$ cat config.mk
export PLATFORM = sky130hd
export DESIGN_NAME = i2c_seq_engine
export DESIGN_NICKNAME = d
export VERILOG_FILES = /design/src/rtl/i2c_seq_pkg.sv /design/src/rtl/i2c_half_timer.sv /design/src/rtl/i2c_rx_shift.sv /design/src/rtl/i2c_seq_engine.sv
export SDC_FILE = /design/constraint.sdc
export NUM_CORES = 1
export LEC_CHECK = 0
export ABC_AREA = 1
export ABC_CLOCK_PERIOD_IN_PS = 2800
export BUFFER_PORTS_ARGS = -buffer_cell sky130_fd_sc_hd__buf_2
export CAP_MARGIN = 20
export CELL_PAD_IN_SITES_DETAIL_PLACEMENT = 0
export CELL_PAD_IN_SITES_GLOBAL_PLACEMENT = 1
export CORE_MARGIN = 5
export CORE_UTILIZATION = 30
export DETAILED_ROUTE_END_ITERATION = 6
export PLACE_DENSITY = 0.69
export SETUP_SLACK_MARGIN = 0.02
export SYNTH_ARGS = -nofsm -noshare
export SYNTH_HDL_FRONTEND = slang
export SYNTH_SLANG_ARGS = --single-unit
$ cat constraint.sdc
create_clock -name clk -period 2.8 [get_ports clk]
set_input_delay 0.14 -clock clk [delete_from_list [all_inputs] [get_ports clk]]
set_output_delay 0.14 -clock clk [all_outputs]
set_load 0.02 [all_outputs]
$ cat src/rtl/i2c_seq_pkg.sv
package i2c_seq_pkg;
   localparam int EV_N      = 5;
   localparam int EV_START  = 0;
   localparam int EV_RSTART = 1;
   localparam int EV_STOP   = 2;
   localparam int EV_RECV   = 3;
   localparam int EV_ACK    = 4;

   typedef enum logic [3:0] {
      S_IDLE,
      S_ST_A,
      S_RS_A, S_RS_B, S_RS_C,
      S_SP_A, S_SP_B, S_SP_C,
      S_BIT_LO, S_BIT_HI,
      S_ACK_LO, S_ACK_HI
   } seq_state_e;
endpackage

$ cat src/rtl/i2c_half_timer.sv
module i2c_half_timer #(
   parameter int DIV_W = 8
) (
   input  logic             clk,
   input  logic             rst_n,
   input  logic             clr,
   input  logic             gate,
   input  logic [DIV_W-1:0] half_div,
   output logic             expire
);
   logic [DIV_W-1:0] cnt;
   logic [DIV_W-1:0] limit;

   assign limit  = (half_div == '0) ? DIV_W'(1) : half_div;
   assign expire = gate && (cnt == limit - DIV_W'(1));

   always_ff @(posedge clk or negedge rst_n) begin
      if (!rst_n)            cnt <= '0;
      else if (clr || expire) cnt <= '0;
      else if (gate)          cnt <= cnt + DIV_W'(1);
   end
endmodule

$ cat src/rtl/i2c_rx_shift.sv
module i2c_rx_shift #(
   parameter int W = 8
) (
   input  logic         clk,
   input  logic         rst_n,
   input  logic         shift,
   input  logic         bit_in,
   output logic [W-1:0] data
);
   always_ff @(posedge clk or negedge rst_n) begin
      if (!rst_n)     data <= '0;
      else if (shift) data <= {data[W-2:0], bit_in};
   end
endmodule

$ cat src/rtl/i2c_seq_engine.sv
module i2c_seq_engine
   import i2c_seq_pkg::*;
#(
   parameter int DIV_W       = 8,
   parameter int DATA_W      = 8,
   parameter int SYNC_STAGES = 0
) (
   input  logic              clk,
   input  logic              rst_n,
   input  logic [DIV_W-1:0]  half_div,
   input  logic              cmd_wr,
   input  logic [EV_N-1:0]   cmd_en,
   input  logic              ack_bit,
   output logic [EV_N-1:0]   en_flags,
   output logic              busy,
   output logic [DATA_W-1:0] rx_data,
   output logic              rx_valid,
   input  logic              scl_in,
   input  logic              sda_in,
   output logic              scl_low,
   output logic              sda_low
);
   localparam int CNT_W = $clog2(DATA_W);

   if (DIV_W < 2)       $error("DIV_W must be at least 2");
   if (DATA_W < 2)      $error("DATA_W must be at least 2");
   if (SYNC_STAGES < 0) $error("SYNC_STAGES must not be negative");

   logic scl_s, sda_s;

   if (SYNC_STAGES == 0) begin : g_nosync
      assign scl_s = scl_in;
      assign sda_s = sda_in;
   end else begin : g_sync
      logic [SYNC_STAGES-1:0] scl_q, sda_q;
      always_ff @(posedge clk or negedge rst_n) begin
         if (!rst_n) begin
            scl_q <= '1;
            sda_q <= '1;
         end else begin
            scl_q[0] <= scl_in;
            sda_q[0] <= sda_in;
            for (int i = 1; i < SYNC_STAGES; i++) begin
               scl_q[i] <= scl_q[i-1];
               sda_q[i] <= sda_q[i-1];
            end
         end
      end
      assign scl_s = scl_q[SYNC_STAGES-1];
      assign sda_s = sda_q[SYNC_STAGES-1];
   end

   seq_state_e       state;
   logic [CNT_W-1:0] bit_cnt;
   logic             accept, expire, gate, shift;

   assign busy   = (state != S_IDLE);
   assign accept = cmd_wr && !busy && $onehot(cmd_en);
   assign gate   = (state == S_RS_B || state == S_SP_B ||
                    state == S_BIT_HI || state == S_ACK_HI) ? scl_s : 1'b1;
   assign shift  = (state == S_BIT_HI) && expire;

   i2c_half_timer #(.DIV_W(DIV_W)) u_timer (
      .clk(clk), .rst_n(rst_n), .clr(accept), .gate(gate),
      .half_div(half_div), .expire(expire)
   );

   i2c_rx_shift #(.W(DATA_W)) u_shift (
      .clk(clk), .rst_n(rst_n), .shift(shift), .bit_in(sda_s), .data(rx_data)
   );

   always_ff @(posedge clk or negedge rst_n) begin
      if (!rst_n) begin
         state    <= S_IDLE;
         en_flags <= '0;
         scl_low  <= 1'b0;
         sda_low  <= 1'b0;
         bit_cnt  <= '0;
         rx_valid <= 1'b0;
      end else begin
         rx_valid <= 1'b0;
         case (state)
            S_IDLE: if (accept) begin
               en_flags <= cmd_en;
               if (cmd_en[EV_START]) begin
                  state <= S_ST_A; sda_low <= 1'b1;
               end else if (cmd_en[EV_RSTART]) begin
                  state <= S_RS_A; sda_low <= 1'b0;
               end else if (cmd_en[EV_STOP]) begin
                  state <= S_SP_A; sda_low <= 1'b1;
               end else if (cmd_en[EV_RECV]) begin
                  state <= S_BIT_LO; sda_low <= 1'b0; bit_cnt <= '0;
               end else begin
                  state <= S_ACK_LO; sda_low <= ~ack_bit;
               end
            end
            S_ST_A: if (expire) begin
               scl_low <= 1'b1; state <= S_IDLE; en_flags <= '0;
            end
            S_RS_A: if (expire) begin
               scl_low <= 1'b0; state <= S_RS_B;
            end
            S_RS_B: if (expire) begin
               sda_low <= 1'b1; state <= S_RS_C;
            end
            S_RS_C: if (expire) begin
               scl_low <= 1'b1; state <= S_IDLE; en_flags <= '0;
            end
            S_SP_A: if (expire) begin
               scl_low <= 1'b0; state <= S_SP_B;
            end
            S_SP_B: if (expire) begin
               sda_low <= 1'b0; state <= S_SP_C;
            end
            S_SP_C: if (expire) begin
               state <= S_IDLE; en_flags <= '0;
            end
            S_BIT_LO: if (expire) begin
               scl_low <= 1'b0; state <= S_BIT_HI;
            end
            S_BIT_HI: if (expire) begin
               scl_low <= 1'b1;
               if (bit_cnt == CNT_W'(DATA_W-1)) begin
                  state <= S_IDLE; en_flags <= '0; rx_valid <= 1'b1;
               end else begin
                  bit_cnt <= bit_cnt + CNT_W'(1); state <= S_BIT_LO;
               end
            end
            S_ACK_LO: if (expire) begin
               scl_low <= 1'b0; state <= S_ACK_HI;
            end
            S_ACK_HI: if (expire) begin
               scl_low <= 1'b1; state <= S_IDLE; en_flags <= '0;
            end
            default: state <= S_IDLE;
         endcase
      end
   end
endmodule

==> run_results.csv, run 1 <==
group,metric,value,unit
placed_design,pre_cts_slack,0.122,ns
logic_synthesis,synth_cell_types,30,
floorplan,die_h,93.7,um
hold_path,holdCritPathClass,"primary input to register",
drt,drc,0,
sta,worst_slack,0.434,ns
sta,fmax,423,MHz
drt,drtIter0Drc,64,
worst_setup_path,critPathLaunchType,"primary input",
clocking,htreeDepth,2,
final_layout,area_growth,20.1,%
drt,vias,1894,
global_route,grt_pass1_wl,8670,um
clocking,clk_path_buf_depth,2,
logic_synthesis,synth_area_per_cell,7.15,um2
clocking,clock-sinks,31,
flow_run,cap_violations,0,
logic_synthesis,syn_nets,320,
global_route,grt_max_degree,32,
placed_design,place_hpwl,3930,um
status,status,"complete, no violations",
sta,maxSlewViolCount,0,
sta,slew_headroom,52.9,%
worst_setup_path,worst-endpoint-required,2.97,ns
clocking,postCtsSetupBuffers,0,
drt,viasPerCell,4.36,
floorplan,core,6790,um2
sta,worstMarginPinSlew,0.707,ns
sta,setup_tns,0,ns
sta,finalSetupViolCount,0,
placed_design,place.gp.congestion,0.816,
clocking,cts_tree,"yes",
logic_synthesis,synth_cells,294,
global_route,overflow,0,
logic_synthesis,syn-cell-area,2100,um2
placed_design,port_buffers,35,
final_layout,diodes,0,
sta,period_share,84.5,%
sta,finalClockSkew,0.00436,ns
floorplan,rows,30,
global_route,grt_usage,12.4,%
drt,ant_nets,0,
final_layout,drive_gt1_share,19.5,%
floorplan,dieArea,8790,um2
clocking,root_buffer,"clkbuf_8",
clocking,clk-insertion-delay-late,0.28,ns
global_route,antenna_found_initial,0,
final_layout,fin_nets,363,
clocking,numCtsBuffers,5,
final_layout,layout_common_cells,"79 x nand2_1, 46 x inv_1, 39 x nor2_1, 35 x buf_2, 31 x dfrtp_1",
worst_setup_path,cp.arrival,2.54,ns
pwr,ir_drop,0.290,mV
sta,rsz0062_at_grt,"false",
drt,drt_wl_total,4930,um
worst_setup_path,critPathKind,"primary input to register",
clocking,cts.reportedPaths.clkPinSlew,0.07,ns
pwr,p_leak,0.00138,uW
logic_synthesis,ys_warn_count,0,
pwr,p_per_area,886,nW/um2
worst_setup_path,cp-end-kind,"register",
worst_setup_path,crit_fanout,8,
sta,hold_viol,0,
floorplan,ioPinCount,36,
logic_synthesis,synth.yosys.seq_area_share,36.9,%
clocking,ctsResizeCount,0,
final_layout,final_common_cell,"nand2_1",
floorplan,die_w,93.7,um
sta,period_minus_slack,2.37,ns
drt,wire_per_inst,11.4,um
global_route,grt_pass1_vias,1947,
final_layout,final_util,37.2,%
floorplan,initial_utilization,31.0,%
logic_synthesis,ys_seq_elements,31,
drt,drt-pass1-iter-count,4,
## sequential cells by signal, summed over array words and instances, names as in the netlist
signal and flops:
en_flags 5, bit_cnt 3, rx_valid 1, state 4, scl_low 1, u_shift.data 8
u_timer.cnt 8, sda_low 1
## Yosys cell counts
cell type | number | area share (%)
a21oi_1 | 9 | 2.1
a21oi_4 | 2 | 1.5
buf_6 | 1 | 0.54
clkbuf_1 | 1 | 0.18
dfrtp_1 | 31 | 37
fa_1 | 2 | 1.9
ha_1 | 5 | 3.0
inv_1 | 46 | 8.2
inv_2 | 1 | 0.18
nand2_1 | 79 | 14
nand2_2 | 5 | 1.5
nand2_4 | 1 | 0.54
nand3_1 | 20 | 4.8
nand3_2 | 1 | 0.48
nand3_4 | 2 | 1.7
nand3b_1 | 2 | 0.71
nand4_1 | 5 | 1.5
nand4_2 | 1 | 0.59
nor2_1 | 39 | 7.0
nor2_2 | 5 | 1.5
nor3_1 | 7 | 1.7
nor4b_1 | 1 | 0.42
o21a_1 | 2 | 0.71
o21ai_0 | 12 | 2.9
o21ai_2 | 1 | 0.42
o21bai_1 | 1 | 0.36
o311ai_0 | 1 | 0.42
or2_2 | 2 | 0.59
xnor2_1 | 2 | 0.83
xor2_1 | 7 | 2.9
## worst max-delay path: stages
cell     delay, ns
buf_2         0.13
fa_1          0.53
inv_1         0.05
fa_1          0.35
inv_1         0.06
ha_1          0.22
nor4b_1       0.39
nor2_1        0.12
a21oi_4       0.24
nand2_1       0.17
nand2_1       0.09
nand2_1       0.05
## metrics by stage
stage	hold slack, ns	total power (uW)	instances	instance area [um2]
final	0.122	2240	434	2530
after global routing	0.151	2480	434	2530
after CTS	0.116	2280	434	2530
after detailed placement	0.243	1810	425	2400
after global placement	0.238	1800	425	2400
after floorplan	-0.156	1520	294	2100
## per-layer routing
| layer | track usage [%] | vias up | wire, um |
|---|---|---|---|
| li1 | - | 1005 | - |
| met1 | 15.0 | 855 | 2280 |
| met2 | 21.7 | 29 | 2390 |
| met3 | 2.88 | 5 | 206 |
| met4 | 3.61 | 0 | 59 |
| met5 | 0 | - | 0 |
## report_power, final
| part | switching, uW | total, uW | internal [uW] |
|---|---|---|---|
| clock network | 170 | 458 | 288 |
| registers | 131 | 714 | 583 |
| logic | 680 | 1070 | 388 |
## path summary, 6_finish.rpt
check	from	endpoint	slack, ns	cells after the start
setup / recovery	cmd_en[0]	en_flags[3]$_DFFE_PN0P_	0.43	12
hold / removal	sda_in	u_shift.data[0]$_DFFE_PN0P_	0.12	3
setup reg to reg	state[3]$_DFFE_PN0P_	bit_cnt[1]$_DFFE_PN0P_	0.56	10
hold reg to reg	en_flags[1]$_DFFE_PN0P_	en_flags[1]$_DFFE_PN0P_	0.47	2
max in group asynchronous	rst_n	u_timer.cnt[2]$_DFFE_PN0P_	1.90	2
min in group asynchronous	rst_n	sda_low$_DFFE_PN0P_	0.44	2
## cell families (layout without fill, tap and decap cells)
kind of cell,after synthesis,in the layout,synth area share (%)
compound gates,28,28,8.45
xor+xnor,9,9,3.75
fa+ha+maj,7,7,4.88
buf+inv,49,93,9.10
flops,31,31,36.9
simple gates,170,170,36.9
## final cells by class
class                      count  area, um2
sequential                    31        776
clock inverter                 2       35.0
timing repair buffer          38        200
inverter                      47        176
tap                           96        120
clock buffer                   6       82.6
multi-input combinational    214       1140
fill                         760       4270
## what timing repair did
| item | in CTS | in global routing |
|---|---|---|
| endpoints found under the setup margin | 0 | 0 |
| hold endpoints to repair | 31 | 0 |
| hold buffers | 1 | 0 |
Power figures use the tool's default switching activity.
==> inputs of run 2 (changes only) <==
--- a/config.mk
+++ b/config.mk
@@ -6,7 +6,7 @@
 export NUM_CORES = 1
 export LEC_CHECK = 0
 export ABC_AREA = 1
-export ABC_CLOCK_PERIOD_IN_PS = 2800
+export ABC_CLOCK_PERIOD_IN_PS = 2050
 export BUFFER_PORTS_ARGS = -buffer_cell sky130_fd_sc_hd__buf_2
 export CAP_MARGIN = 20
 export CELL_PAD_IN_SITES_DETAIL_PLACEMENT = 0
@@ -14,7 +14,7 @@
 export CORE_MARGIN = 5
 export CORE_UTILIZATION = 30
 export DETAILED_ROUTE_END_ITERATION = 6
-export PLACE_DENSITY = 0.69
+export PLACE_DENSITY = 0.72
 export SETUP_SLACK_MARGIN = 0.02
 export SYNTH_ARGS = -nofsm -noshare
 export SYNTH_HDL_FRONTEND = slang
==> constraint.sdc (replaced) <==
create_clock -name clk -period 2.05 [get_ports clk]
set_input_delay 0.1025 -clock clk [delete_from_list [all_inputs] [get_ports clk]]
set_output_delay 0.1025 -clock clk [all_outputs]
set_load 0.02 [all_outputs]
==> run 2 against run 1 <==
Effect of this change: the run now ends with setup timing left; sequential cell count stayed put; sequential power increased by 34%; core utilization grew 7.4 points; wire length up 4.0%; global-route usage is 0.28 points lower; worst setup slack worse by 0.49 ns; total power rose by 59%; clock power grew 36%; cell area up 20%; combinational power rose by 84%.
==> run_results.csv, run 2 (synthesis gave the netlist of run 1 again) <==
group,metric,value,unit
drt,ant_nets,0,
pwr,p_per_area,1170,nW/um2
worst_setup_path,rr_startpoint,"state[0]$_DFFE_PN0P_",
clocking,clock-sinks,31,
worst_setup_path,critPathLaunchType,"primary input",
pwr,p_leak,0.00162,uW
placed_design,port_buffers,35,
pwr,combPwrFrac,55.4,%
final_layout,area_growth,44.1,%
floorplan,initial_utilization,31.0,%
floorplan,core,6790,um2
pwr,internal_power,2060,uW
global_route,overflow,0,
pwr,switching_share,41.9,%
sta,worstMarginPinSlew,0.706,ns
clocking,htreeDepth,2,
drt,wl_met2,2580,um
final_layout,final_util,44.6,%
final_layout,fin_nets,404,
final_layout,drive_gt1_share,33.8,%
drt,viasPerCell,4.32,
floorplan,dieArea,8790,um2
status,status,"finished with violations",
final_layout,final_common_cell,"nand2_1",
floorplan,ioPinCount,36,
worst_setup_path,critPathKind,"primary input to register",
sta,worst_slack,-0.0575,ns
final_layout,n_fill_cell,696,
sta,period_minus_slack,2.11,ns
drt,drc,0,
sta,hold_viol,0,
final_layout,layout_common_cells,"70 x nand2_1, 44 x inv_1, 37 x nor2_1, 36 x buf_4, 34 x buf_2",
clocking,numCtsBuffers,5,
sta,finalClockSkew,0.00470,ns
drt,wire_per_inst,10.8,um
global_route,grt_pass1_wl,8560,um
sta,fmax,474,MHz
floorplan,die_w,93.7,um
sta,slew_headroom,52.9,%
worst_setup_path,worst-endpoint-required,2.27,ns
flow_run,cap_violations,0,
drt,drt-pass1-iter-count,5,
clocking,clk_path_buf_depth,2,
clocking,root_buffer,"clkbuf_8",
pwr,seq_power_share,27.0,%
status,violations,"setup timing",
sta,rsz0062_at_grt,"true",
drt,vias,2051,
worst_setup_path,cp.arrival,2.33,ns
clocking,cts.reportedPaths.clkPinSlew,0.07,ns
drt,wl_met1,2320,um
worst_setup_path,crit_fanout,8,
pwr,ir_drop,0.517,mV
clocking,cts_tree,"yes",
sta,setup_tns,-0.385,ns
floorplan,die_h,93.7,um
drt,highest_layer,"met4",
sta,maxSlewViolCount,0,
clocking,clk-insertion-delay-late,0.28,ns
final_layout,reg.largest.list,"u_shift.data x8, u_timer.cnt x8, en_flags x5",
drt,drt_wl_total,5130,um
global_route,grt_pass1_vias,1999,
pwr,p_clk_share,17.6,%
worst_setup_path,cp-end-kind,"register",
global_route,grt_usage,12.1,%
global_route,grt_max_degree,32,
drt,drtIter0Drc,49,
pwr,p_sw,1490,uW
worst_setup_path,setup.worst_path.start,"cmd_en[3]",
hold_path,holdCritPathClass,"primary input to register",
global_route,antenna_found_initial,0,
final_layout,diodes,0,
hold_path,hp-start,"sda_in",
placed_design,place_hpwl,4000,um
floorplan,rows,30,
drt,wl_met3,206,um
sta,period_share,103,%
sta,finalSetupViolCount,12,
placed_design,place.gp.congestion,0.824,
[run 2: changes by cell type in the layout (fill, tap and decap cells not counted), sizes merged]
cell and delta:
buf +41
[run 2: critical path, stage by stage]
cell and delay, ns:
buf_8 0.10, fa_1 0.55, inv_2 0.05, fa_2 0.35, inv_2 0.07, ha_4 0.19, nor4b_4 0.29, nor2_2 0.09
a21oi_4 0.14, buf_12 0.15, buf_6 0.11, nand3_1 0.07, nand2_1 0.07
[run 2: stage by stage]
stage	setup slack [ns]	cells	hold slack, ns	total power (uW)	cell area (um2)
6_report	-0.0575	475	0.0768	3550	3030
5_1_grt	-0.155	475	0.0932	3860	3030
4_1_cts	-0.0187	471	0.0811	3490	2900
3_5_place_dp	-0.442	460	0.199	2690	2690
3_3_place_gp	-0.432	460	0.198	2690	2690
2_1_floorplan	-0.0887	294	-0.193	2110	2120
[run 2: path summary, 6_finish.rpt]
check | endpoint | slack, ns | cells past startpoint
worst max register to register | en_flags[2]$_DFFE_PN0P_ | 0.13 | 15
worst max-delay path | state[2]$_DFFE_PN0P_ | -0.06 | 13
max in group asynchronous | state[0]$_DFFE_PN0P_ | 1.15 | 2
worst min register to register | en_flags[3]$_DFFE_PN0P_ | 0.46 | 2
worst min-delay path | u_shift.data[0]$_DFFE_PN0P_ | 0.08 | 3
min in group asynchronous | en_flags[2]$_DFFE_PN0P_ | 0.40 | 2
[run 2: area by class of cell]
| type | instances | area (um2) | area share [%] |
|---|---|---|---|
| multi-input cells | 214 | 1270 | 42.0 |
| flip-flops and latches | 31 | 777 | 25.6 |
| repair buffers | 79 | 566 | 18.7 |
| inverters | 47 | 176 | 5.82 |
| well taps | 96 | 120 | 3.96 |
| clock buffers | 6 | 82.6 | 2.73 |
| clock inverters | 2 | 35.0 | 1.16 |
[run 2: power groups by stage]
| stage | Sequential, uW | Clock [uW] | Combinational, uW |
|---|---|---|---|
| finish | 960 | 624 | 1970 |
| global route | 985 | 662 | 2210 |
| CTS | 961 | 640 | 1890 |
| detailed placement | 969 | 0 | 1720 |
| global placement | 970 | 0 | 1720 |
| floorplan | 1020 | 0 | 1080 |
[run 2: routing by layer]
metal	vias to the layer above	track usage [%]
met5	-	0
met3	4	2.48
li1	1089	-
met1	919	15.0
met2	39	21.1
met4	0	3.49
[run 2: timing repair]
item	4_1_cts	5_1_grt
hold endpoints to repair	31	0
setup buffers	2	4
gates resized for setup	11	27
hold buffers	1	0
pin swaps	16	9
endpoints found under the setup margin	14	29
